--- src/rtl/pwm8_pkg.sv ---
// Shared constants for the eight-channel PWM generator: data widths,
// channel count and the register address map.
package pwm8_pkg;
    localparam int unsigned DW  = 16;
    localparam int unsigned NCH = 8;
    localparam int unsigned AW  = 4;

    localparam logic [AW-1:0] A_PRE   = 4'd0;
    localparam logic [AW-1:0] A_PER   = 4'd1;
    localparam logic [AW-1:0] A_POL   = 4'd2;
    localparam logic [AW-1:0] A_CTL   = 4'd3;
    localparam int unsigned   A_DUTY0 = 8;

    localparam int unsigned CTL_RUN  = 0;
    localparam int unsigned CTL_WIDE = 1;
endpackage

--- src/rtl/pwm8_regs.sv ---
// Register file of the PWM generator.
// Holds prescaler, period limit, per-channel duty, polarity and control.
// Assumes writes are single-cycle strobes; read data is combinational.
module pwm8_regs
    import pwm8_pkg::*;
#(
    parameter int unsigned W = DW,
    parameter int unsigned N = NCH
) (
    input  logic                clk,
    input  logic                rst_n,
    input  logic                we,
    input  logic [AW-1:0]       addr,
    input  logic [W-1:0]        wdata,
    output logic [W-1:0]        rdata,
    output logic [W-1:0]        prsc,
    output logic [W-1:0]        ctr,
    output logic [N-1:0][W-1:0] duty,
    output logic [N-1:0]        pol,
    output logic                run,
    output logic                wide
);
    // Register update on write strobe, cleared by reset.
    always_ff @(posedge clk) begin
        if (!rst_n) begin
            prsc <= '0;
            ctr  <= '0;
            duty <= '0;
            pol  <= '0;
            run  <= 1'b0;
            wide <= 1'b0;
        end else if (we) begin
            case (addr)
                A_PRE: prsc <= wdata;
                A_PER: ctr  <= wdata;
                A_POL: pol  <= wdata[N-1:0];
                A_CTL: begin
                    run  <= wdata[CTL_RUN];
                    wide <= wdata[CTL_WIDE];
                end
                default: ;
            endcase
            for (int i = 0; i < int'(N); i++) begin
                if (addr == AW'(A_DUTY0 + i)) duty[i] <= wdata;
            end
        end
    end

    // Read multiplexer over the address map.
    always_comb begin
        rdata = '0;
        case (addr)
            A_PRE: rdata = prsc;
            A_PER: rdata = ctr;
            A_POL: rdata[N-1:0] = pol;
            A_CTL: begin
                rdata[CTL_RUN]  = run;
                rdata[CTL_WIDE] = wide;
            end
            default: ;
        endcase
        for (int i = 0; i < int'(N); i++) begin
            if (addr == AW'(A_DUTY0 + i)) rdata = duty[i];
        end
    end

    assert_wr_period_R10: assert property (@(posedge clk) disable iff (!rst_n)
        (we && addr == A_PER) |=> (ctr == $past(wdata)));
    assert_wr_prsc_R10: assert property (@(posedge clk) disable iff (!rst_n)
        (we && addr == A_PRE) |=> (prsc == $past(wdata)));
endmodule

--- src/rtl/pwm8_timebase.sv ---
// Shared time base: prescaler followed by the period counter.
// Assumes prescaler, width and period limit change only while stopped.
// While run is low both counters are held at zero.
module pwm8_timebase
    import pwm8_pkg::*;
#(
    parameter int unsigned W = DW
) (
    input  logic         clk,
    input  logic         rst_n,
    input  logic         run,
    input  logic         wide,
    input  logic [W-1:0] prsc,
    input  logic [W-1:0] ctr,
    output logic [W-1:0] per_cnt
);
    localparam int unsigned HW = W / 2;

    logic [W-1:0] pre_cnt;
    logic [W-1:0] limit;
    logic         tick;

    // Select the active prescaler width.
    always_comb begin
        limit = wide ? prsc : {{(W-HW){1'b0}}, prsc[HW-1:0]};
        tick  = (pre_cnt >= limit);
    end

    // Advance prescaler every clock and period counter on each terminal count.
    always_ff @(posedge clk) begin
        if (!rst_n || !run) begin
            pre_cnt <= '0;
            per_cnt <= '0;
        end else begin
            pre_cnt <= tick ? '0 : pre_cnt + 1'b1;
            if (tick) per_cnt <= (per_cnt >= ctr) ? '0 : per_cnt + 1'b1;
        end
    end

    assert_hold_between_ticks_R1: assert property (@(posedge clk) disable iff (!rst_n)
        (run && !tick) |=> $stable(per_cnt));
    assert_wrap_R1: assert property (@(posedge clk) disable iff (!rst_n)
        (run && tick && per_cnt >= ctr) |=> (per_cnt == '0));
    assert_restart_R9: assert property (@(posedge clk) disable iff (!rst_n)
        $rose(run) |-> (pre_cnt == '0 && per_cnt == '0));
endmodule

--- src/rtl/pwm8_channel.sv ---
// One PWM channel: duty compare with forced-low and forced-high cases,
// polarity inversion, and idle level while the time base is stopped.
module pwm8_channel
    import pwm8_pkg::*;
#(
    parameter int unsigned W = DW
) (
    input  logic         clk,
    input  logic         rst_n,
    input  logic         run,
    input  logic         inv,
    input  logic [W-1:0] duty,
    input  logic [W-1:0] ctr,
    input  logic [W-1:0] per_cnt,
    output logic         pwm
);
    logic raw;

    // Compare with special duty cases taking priority.
    always_comb begin
        if (duty > ctr)       raw = 1'b0;
        else if (duty == ctr) raw = 1'b1;
        else                  raw = (per_cnt <= duty);
        pwm = run ? (raw ^ inv) : inv;
    end

    assert_forced_low_R3: assert property (@(posedge clk) disable iff (!rst_n)
        (run && duty > ctr) |-> (pwm == inv));
    assert_forced_high_R4: assert property (@(posedge clk) disable iff (!rst_n)
        (run && duty == ctr) |-> (pwm == !inv));
endmodule

--- src/rtl/pwm8_gen.sv ---
// Top of the eight-channel prescaled PWM generator.
// Ties the register file, the shared time base and one channel per output.
module pwm8_gen
    import pwm8_pkg::*;
#(
    parameter int unsigned W = DW,
    parameter int unsigned N = NCH
) (
    input  logic          clk,
    input  logic          rst_n,
    input  logic          reg_we,
    input  logic [AW-1:0] reg_addr,
    input  logic [W-1:0]  reg_wdata,
    output logic [W-1:0]  reg_rdata,
    output logic [N-1:0]  pwm_o
);
    logic [W-1:0]        prsc;
    logic [W-1:0]        ctr;
    logic [N-1:0][W-1:0] duty;
    logic [N-1:0]        pol;
    logic                run;
    logic                wide;
    logic [W-1:0]        per_cnt;

    pwm8_regs #(.W(W), .N(N)) u_regs (
        .clk(clk), .rst_n(rst_n), .we(reg_we), .addr(reg_addr),
        .wdata(reg_wdata), .rdata(reg_rdata), .prsc(prsc), .ctr(ctr),
        .duty(duty), .pol(pol), .run(run), .wide(wide)
    );

    pwm8_timebase #(.W(W)) u_tb (
        .clk(clk), .rst_n(rst_n), .run(run), .wide(wide),
        .prsc(prsc), .ctr(ctr), .per_cnt(per_cnt)
    );

    for (genvar g = 0; g < int'(N); g++) begin : g_ch
        pwm8_channel #(.W(W)) u_ch (
            .clk(clk), .rst_n(rst_n), .run(run), .inv(pol[g]),
            .duty(duty[g]), .ctr(ctr), .per_cnt(per_cnt), .pwm(pwm_o[g])
        );
    end

    assert_idle_level_R6: assert property (@(posedge clk) disable iff (!rst_n)
        !run |-> (pwm_o == pol));
endmodule

--- config.mk ---
export PLATFORM = sky130hd
export DESIGN_NAME = pwm8_gen
export DESIGN_NICKNAME = d
export VERILOG_FILES = /design/src/rtl/pwm8_pkg.sv /design/src/rtl/pwm8_regs.sv /design/src/rtl/pwm8_timebase.sv /design/src/rtl/pwm8_channel.sv /design/src/rtl/pwm8_gen.sv
export SDC_FILE = /design/constraint.sdc
export NUM_CORES = 1
export LEC_CHECK = 0
export BUFFER_PORTS_ARGS = -buffer_cell sky130_fd_sc_hd__buf_2
export CAP_MARGIN = 0
export CORE_MARGIN = 1.5
export CORE_UTILIZATION = 43
export DETAILED_ROUTE_END_ITERATION = 8
export PLACE_DENSITY_LB_ADDON = 0.2
export SKIP_CTS_REPAIR_TIMING = 1
export SLEW_MARGIN = 5
export SYNTH_ARGS = -nofsm -noshare
export SYNTH_HDL_FRONTEND = slang
export SYNTH_HIERARCHICAL = 1
export SYNTH_SLANG_ARGS = --single-unit
export TNS_END_PERCENT = 50
--- constraint.sdc ---
create_clock -name clk -period 3.4 [get_ports clk]
set_input_delay 0.17 -clock clk [delete_from_list [all_inputs] [get_ports clk]]
set_output_delay 0.17 -clock clk [all_outputs]
set_load 0.02 [all_outputs]
# Word level (Yosys, flattened, before mapping)
# Index checks and enable logic that the tools add are counted.
[word_totals]
register_bits = 202
out_inout_bits = 24
[op_classes]
n_addsub = 2
n_lt_le_gt_ge = 18
eq_ne = 19
mux = 37
bitwise = 8
reduce_logical = 17
[ops]
columns = ["cell", "count"]
rows = [
  ["2-to-1 mux 16 bit", 10],
  ["== test 16 bit", 8],
  ["> comparator 16 bit", 8],
  ["<= comparator 16 bit", 8],
  ["adder 16 x 1 -> 16 bit (second input constant)", 2],
  ["== test 4 bit (second input constant)", 8],
  [">= comparator 16 bit", 2],
  ["2-to-1 mux 1 bit", 24],
  ["AND reduction 2 bit", 12],
  ["one-hot mux 6 bit (3 select lines)", 1],
  ["one-hot mux 8 bit (2 select lines)", 1],
  ["== test 4 x 2 -> 1 bit (second input constant)", 2],
  ["one-hot mux 2 bit (4 select lines)", 1],
  ["XOR 1 bit", 8],
  ["== test 4 x 1 -> 1 bit (second input constant)", 1],
  ["logical NOT 4 bit", 1],
  ["logical NOT 1 bit", 2],
  ["OR reduction 2 bit", 1],
  ["logical OR 1 bit", 1],
]

# Depth between registers and ports, before layout
# Gate-level depths: netlist (run 1).
[depth]
word_depth = 10
mapped_depth = 10

# Hierarchy
# Netlist (run 1), hierarchy kept.
[modules_own_cells]
columns = ["mod", "instances", "cells_each", "area_each_um2", "seq_area_each_um2"]
rows = [
  ["pwm8_regs", 1, 1053, 8279.2, 3403.3],
  ["pwm8_channel", 8, 118, 850.8, 0.0],
  ["pwm8_timebase", 1, 276, 2233.4, 640.6],
]

# Least setup slack after synthesis (run 1)
# OpenSTA, ideal clock, no wires.
[synth_path]
kind = "flip-flop to flip-flop"
from = "register u_regs.wide"
to = "register u_tb.per_cnt[4]"
arrival_ns = 2.394
setup_slack_ns = 0.884
stages_incl_launch_ff = 10
synth_period_minus_slack_ns = 2.516
path_cell_list = "dfxtp_1 clkbuf_1 nand2_1 ha_1 nand4_1 nor3_2 or4b_1 and4b_1 clkbuf_1 a221o_1"
[synth_via]
elab_chain_cells = 2
[synth_lines]
columns = ["item", "line", "rtl"]
rows = [
  ["start: declaration", "pwm8_regs.sv:21", "output logic wide"],
  ["start signal: assignment", "pwm8_regs.sv:39", "wide <= wdata[CTL_WIDE];"],
  ["2-to-1 mux 16 bit", "pwm8_timebase.sv:25", "limit = wide ? prsc : {{(W-HW){1'b0}}, prsc[HW-1:0]};"],
  [">= comparator 16 bit", "pwm8_timebase.sv:26", "tick = (pre_cnt >= limit);"],
  ["end signal: assignment", "pwm8_timebase.sv:36", "if (tick) per_cnt <= (per_cnt >= ctr) ? '0 : per_cnt + 1'b1;"],
  ["end: declaration", "pwm8_timebase.sv:15", "output logic [W-1:0] per_cnt"],
]
# No other way between the ends.
# A chain may end at the register's enable or synchronous reset.

# Final worst setup path (run 1)
[layout_path]
from = "register u_tb.per_cnt[8]"
to = "output pwm_o[2]"
[layout_via]
elab_chain_cells = 5
[layout_lines]
columns = ["item", "line", "rtl"]
rows = [
  ["<= comparator 16 bit", "pwm8_channel.sv:23", "else raw = (per_cnt <= duty);"],
  ["2-to-1 mux 1 bit", "pwm8_channel.sv:22", "else if (duty == ctr) raw = 1'b1;"],
  ["2-to-1 mux 1 bit", "pwm8_channel.sv:21", "if (duty > ctr) raw = 1'b0;"],
  ["XOR 1 bit", "pwm8_channel.sv:24", "pwm = run ? (raw ^ inv) : inv;"],
  ["2-to-1 mux 1 bit", "pwm8_channel.sv:24", ""],
  ["end: declaration", "pwm8_gen.sv:15", "output logic [N-1:0] pwm_o"],
]
# No other way between the ends.

==> qor.yml, run 1 <==
outcome: "complete, no violations"
maxCapViolCount: 0
vias: 17100
drt_iter0_drc: 2006
leakage_nw: 7.53
core_sq_um: 39700
area_delta_synth_final_pct: 10.0
cp.required_ns: 3.23
overflow: 0
critPathArrivalTime_ns: 3.11
powerDensity_nw_per_um2: 324
final_area_sq_um: 19100
start_util_pct: 43.6
synth_flop_cell: "dfxtp_1"
synthDistinctLibCells: 72
setup_viol: 0
r2r-end: "u_tb/per_cnt[7]$_SDFFE_PP0P_"
startpoint: "u_tb/per_cnt[8]$_SDFFE_PP0P_"
crit_path_start_kind: "flop"
grt_pass1_vias: 16100
fillers: 3978
clk_pin_slew_ns: 0.06
netlist_area_sq_um: 17300
syn_avg_cell_area_sq_um: 7.62
worstHoldPathType: "in -> reg"
dpl-instance-area_sq_um: 18100
rsz0062_at_grt: "true"
netlist_top_cells_area: "dfxtp_1, ha_1, nand2_1"
fin_crit_sh_pct: 96.6
antenna_left: 0
drive_above_1_share_pct: 9.12
die_h_microns: 204
synth-edff-count: 0
path_max_fanout: 8
final_common_cell: "nand2_1"
crit_family: "compound AO/OA/AOI/OAI gates"
yosysSeqAreaShare_pct: 23.3
ff2ff_setup_slack_ns: 0.49
async_flop_share_pct: 0
insertedDiodeCount: 0
final_cell_mix: "nand2_1, ha_1, inv_1"
ctsRootBufferMaster: "clkbuf_16"
grt.total_usage_pct: 32.2
clock-sinks: 202
cp-end-kind: "output pin"
ys_warn_count: 6
drtPass1Iterations: 6
dp.cells: 2805
crit_chain: "buf_4 > ha_1 > nand4_1 > nor2_1 > a221o_1 > o31ai_2 > mux2i_1 > a2111o_1 > buf_2"
clock_path_buffers: 3
maxSlewViolCount: 0
place_congestion: 1.07
final_hold_viol_count: 0
synthCells: 2273
final.setup_skew_ns: 0.0229
holdPathEnd: "u_regs/duty[90]$_SDFFE_PN0P_"
die_area_sq_um: 41500
syn-num-nets: 2586
synth_area_leader_cell: "dfxtp_1"
ir_worst_vdd_mv: 0.316
clock.fmax_mhz: 305
rows: 73
worst_pin_slew_ns: 1.11
final_cell_count_no_fill: 2849
final_nets: 2620
io_pins: 47
numPortBuffers: 46
rr_worst_depth: 8
synthDominantCellAreaShare_pct: 23.3
hp-start: "reg_wdata[10]"
antenna_found_initial: 3
max_stage_delay_ns: 0.47
routed_via_density: 6.01
yosys_register_bits: 202
hold_slack_ns: 0.0591
grt_max_degree: 115
tritoncts: "done"
worstSetupPathDepth: 9
htree_levels: 1
wl_per_cell_microns: 23.8
grt_first_pass_wirelength_mm: 99.6
hold_depth: 3
reg2reg_from: "u_regs/wide$_SDFFE_PN0P_"
worst-setup-path-type: "reg -> out"
timing.critical_path.buf_inv: 2
critPathSlowestCell: "dfxtp_2"
hpwl_mm: 48.8
drc_errors: 0
fin_crit_ns: 3.28
clk-insertion-delay-late_ns: 0.57
wl_mm: 67.8
maxSlewHeadroom_pct: 25.8
numCtsBuffers: 25
die_x_microns: 204
[worst max path at each step]
stage / slack (ns) / end
after floorplan: 0.88 / u_tb/per_cnt[4]$_SDFFE_PP0P_
after global routing: -0.009 / pwm_o[2]
after detailed placement: 0.52 / u_tb/per_cnt[7]$_SDFFE_PP0P_
after CTS: -0.08 / pwm_o[2]
final: 0.12 / pwm_o[2]
after global placement: 0.52 / pwm_o[0]
[per-layer routing]
layer	up-vias	share of wire [%]	GRT usage, %
li1	7945	-	-
met1	8023	41	43.1
met2	929	42	48.9
met3	220	11	6.39
met4	4	6.0	16.9
met5	-	0.061	0
[logic make-up after synthesis]
| group | count (synthesis) | share of synthesized area, % |
|---|---|---|
| simple gates | 798 | 21.3 |
| compound gates | 543 | 21.9 |
| buf+inv | 385 | 9.31 |
| fa+ha+maj | 290 | 21.0 |
| flops | 202 | 23.3 |
| mux | 41 | 2.48 |
| xor+xnor | 14 | 0.708 |
[power by group]
group	switching (mW)	internal (mW)	leakage, nW
Clock	1.13	1.81	0.434
Combinational	0.511	0.279	5.46
Sequential	0.0442	2.39	1.63
[synthesized netlist by cell type, types with 12 or more instances]
cell,count
a2111o_1,17
a21boi_0,137
a21boi_1,44
a21oi_1,128
a22o_1,13
and2_1,12
buf_2,27
buf_4,21
clkbuf_1,41
dfxtp_1,202
ha_1,290
inv_1,283
mux2_2,15
mux2i_1,26
nand2_1,462
nand2b_1,27
nand3_1,53
nand4_1,63
nor2_1,69
nor2b_1,39
nor4_1,19
o211ai_1,21
o21ai_0,69
o221ai_1,14
[registers in the layout (all words and copies together) (netlist names)]
| register | flops |
|---|---|
| u_tb/per_cnt | 16 |
| u_regs/pol | 8 |
| u_regs/ctr | 16 |
| u_regs/run | 1 |
| u_regs/prsc | 16 |
| u_regs/wide | 1 |
| u_tb/pre_cnt | 16 |
| u_regs/duty | 128 |
[worst reg2reg max path: stages (launching register included)]
cell and delay [ns]:
dfxtp_1 0.53, nand2_1 0.11, ha_1 0.33, nand4_1 0.16, nor3_2 0.26, or4b_1 0.54
and3_4 0.23, or2_0 0.38, o31ai_2 0.27
[per-stage QoR]
step	setup TNS, ns	utilization (%)	power (mW)	worst slack, ns
final	0	48.0	6.17	0.117
after global routing	-0.00944	48.0	6.34	-0.00944
after CTS	-0.254	47.9	6.18	-0.0780
after detailed placement	0	45.6	3.25	0.518
after global placement	0	45.6	3.24	0.523
after floorplan	0	-	3.00	0.884
[area by class of cell]
type	count	area, sq um	area share (%)
clock buffer	36	747	3.92
clock inverter	8	145	0.762
inverter	285	1070	5.61
multi-input combinational	1686	11700	61.2
sequential	202	4060	21.3
tap	525	657	3.45
timing repair buffer	107	714	3.75
Note: power is estimated with default switching activity, not from simulation.
==> run 2: changes to the inputs <==
Settings changed: CTS_BUF_LIST set to sky130_fd_sc_hd__clkbuf_2.
==> run 2 against run 1 <==
Against the previous run:
- the flow now finishes with violations (setup timing)
- clock power is 33% lower
- fmax is 7.1% lower
- combinational power is 17% higher
- non-clock buffer count is 69 higher
- worst setup slack worse by 0.25 ns
- sequential power hardly changed
- sequential share of layout area is 0.98 points lower
- design area is 7.9% higher
- die area stayed put
- via count is 3.5% higher
- critical path type unchanged
- critical endpoint is now pwm_o[6]
- largest cell class unchanged
==> qor.yml, run 2 (synthesis results as in run 1) <==
fin_crit_sh_pct: 104  # +7.3 points
numCtsBuffers: 58  # +130%
drtPass1Iterations: 6  # unchanged
worst-setup-path-type: "reg -> out"
final_nets: 2722  # +3.9%
fin_crit_ns: 3.53  # +0.249 ns
clk-insertion-delay-late_ns: 1.09  # +0.52 ns
violations: "setup timing"
finalPower_mw: 5.33  # -14%
worstHoldPathType: "in -> reg"
setup_ws_ns: -0.133  # -0.249 ns
ir_worst_vdd_mv: 0.188  # -41%
critPathSlowestCell: "dfxtp_2"
drc_errors: 0  # unchanged
seqPwrFrac_pct: 45.4  # +5.9 points
clkPwrFrac_pct: 37.3  # -10 points
rsz0062_at_grt: "true"
cp-end-kind: "output pin"
wl_mm: 71.0  # +4.7%
place_congestion: 1.07  # unchanged
worst_pin_slew_ns: 1.12  # +0.00226 ns
fillers: 3847  # -3.3%
critPathArrivalTime_ns: 3.36  # +0.25 ns
ff2ff_setup_slack_ns: 0.33  # -0.16 ns
final_hold_viol_count: 0  # unchanged
final.setup_skew_ns: 0.0483  # +0.0254 ns
vias: 17700  # +3.5%
maxCapViolCount: 0  # unchanged
hpwl_mm: 48.8  # unchanged
grt.total_usage_pct: 32.6  # +0.40 points
wl_per_cell_microns: 23.9  # +0.34%
die_area_sq_um: 41500  # unchanged
htree_levels: 2  # +1
grt_first_pass_wirelength_mm: 100  # +0.80%
crit_chain: "buf_12 > buf_4 > ha_1 > nand4_1 > nor2_1 > a221o_1 > o31ai_2 > mux2i_1 > a2111o_1 > buf_4"
max_stage_delay_ns: 0.34  # -0.13 ns
tritoncts: "done"
die_x_microns: 204  # unchanged
cp.required_ns: 3.23  # about the same
maxSlewViolCount: 0  # unchanged
antenna_left: 0  # unchanged
setup_viol: 8  # +8
antenna_found_initial: 6  # +3
path_max_fanout: 12  # +4
start_util_pct: 43.6  # unchanged
grt_max_degree: 115  # unchanged
core_sq_um: 39700  # unchanged
cp_common_cell: "buf_4"
switching_share_pct: 33.4  # +6.2 points
largest_register_ffs: 128  # unchanged
clk_pin_slew_ns: 0.10  # +0.04 ns
clock-sinks: 202  # unchanged
numPortBuffers: 46  # unchanged
overflow: 0  # unchanged
dpl-instance-area_sq_um: 18100  # unchanged
ctsRootBufferMaster: "clkbuf_2"
final_cell_mix: "nand2_1, inv_1, ha_1"
area_delta_synth_final_pct: 18.7
leakage_nw: 8.08  # +7.2%
io_pins: 47  # unchanged
clock.fmax_mhz: 283  # -7.1%
crit_path_start_kind: "flop"
outcome: "finished, violations left"
power_switching_mw: 1.78  # +5.8%
final_area_sq_um: 20600  # +7.9%
final_util_pct: 51.7  # +3.8 points
final_common_cell: "nand2_1"
maxSlewHeadroom_pct: 25.6  # -0.15 points
drive_above_1_share_pct: 18.3  # +9.2 points
grt_pass1_vias: 16400  # +2.1%
regMostFlops: "u_regs/duty"
clock_path_buffers: 3  # unchanged
powerDensity_nw_per_um2: 259  # -20%
rows: 73  # unchanged
drt_iter0_drc: 2071  # +3.2%
tns_ns: -0.742  # -0.742 ns
comb_power_share_pct: 17.3  # +4.5 points
routed_via_density: 5.96  # -0.89%
die_h_microns: 204  # unchanged
p_int_mw: 3.54  # -21%
[run 2: per-stage QoR]
stage                     worst slack (ns)  instances  hold WS, ns
after CTS                           -0.676       2902       -0.597
after global placement               0.523       2805        0.468
after floorplan                      0.884       2273        0.326
final                               -0.133       2974       0.0717
after detailed placement             0.518       2805        0.478
after global routing                -0.237       2973       0.0508
[run 2: cell type report]
cell class | count | area [sq um] | area share [%]
antenna | 3 | 7.51 | 0.0365
clock buffer | 83 | 415 | 2.02
clock inverter | 14 | 114 | 0.554
inverter | 285 | 1070 | 5.23
multi-input combinational | 1686 | 12400 | 60.5
sequential | 202 | 4180 | 20.3
tap | 525 | 657 | 3.20
timing repair buffer | 176 | 1680 | 8.17
[run 2: path summary, 6_finish.rpt]
check / start / to / depth (start not counted)
max: u_tb/per_cnt[13]$_SDFFE_PP0P_ / pwm_o[6] / 10
min: reg_wdata[3] / u_regs/duty[3]$_SDFFE_PN0P_ / 4
max reg2reg: u_regs/wide$_SDFFE_PN0P_ / u_tb/per_cnt[10]$_SDFFE_PP0P_ / 8
min reg2reg: u_tb/pre_cnt[0]$_SDFF_PP0_ / u_tb/pre_cnt[0]$_SDFF_PP0_ / 1
[run 2: power by group through the flow]
stage          logic [mW]  registers (mW)  clock network [mW]
6_report            0.921            2.42                1.98
5_1_grt             0.973            2.42                2.14
3_3_place_gp        0.751            2.49                   0
4_1_cts             0.770            2.43                2.03
2_1_floorplan       0.536            2.47                   0
3_5_place_dp        0.766            2.49                   0
[run 2: metal layers]
layer | part of all wire [%] | global-route usage, % | vias up | routed length (microns)
met4 | 6.5 | 19.3 | 4 | 4620
met2 | 42 | 49.1 | 976 | 30100
li1 | - | - | 8180 | -
met3 | 10 | 7.09 | 260 | 7210
met1 | 41 | 42.7 | 8294 | 29000
met5 | 0.045 | 0 | - | 32
[run 2: critical path: cells and delay by family (launching register included)]
kind,cells,cell delay [ns]
AOI/OAI and AO/OA,3,0.87
buffers and inverters,3,0.47
DFF,1,0.34
adders and majority gates,1,0.28
and+or+nand+nor,2,0.23
muxes,1,0.11
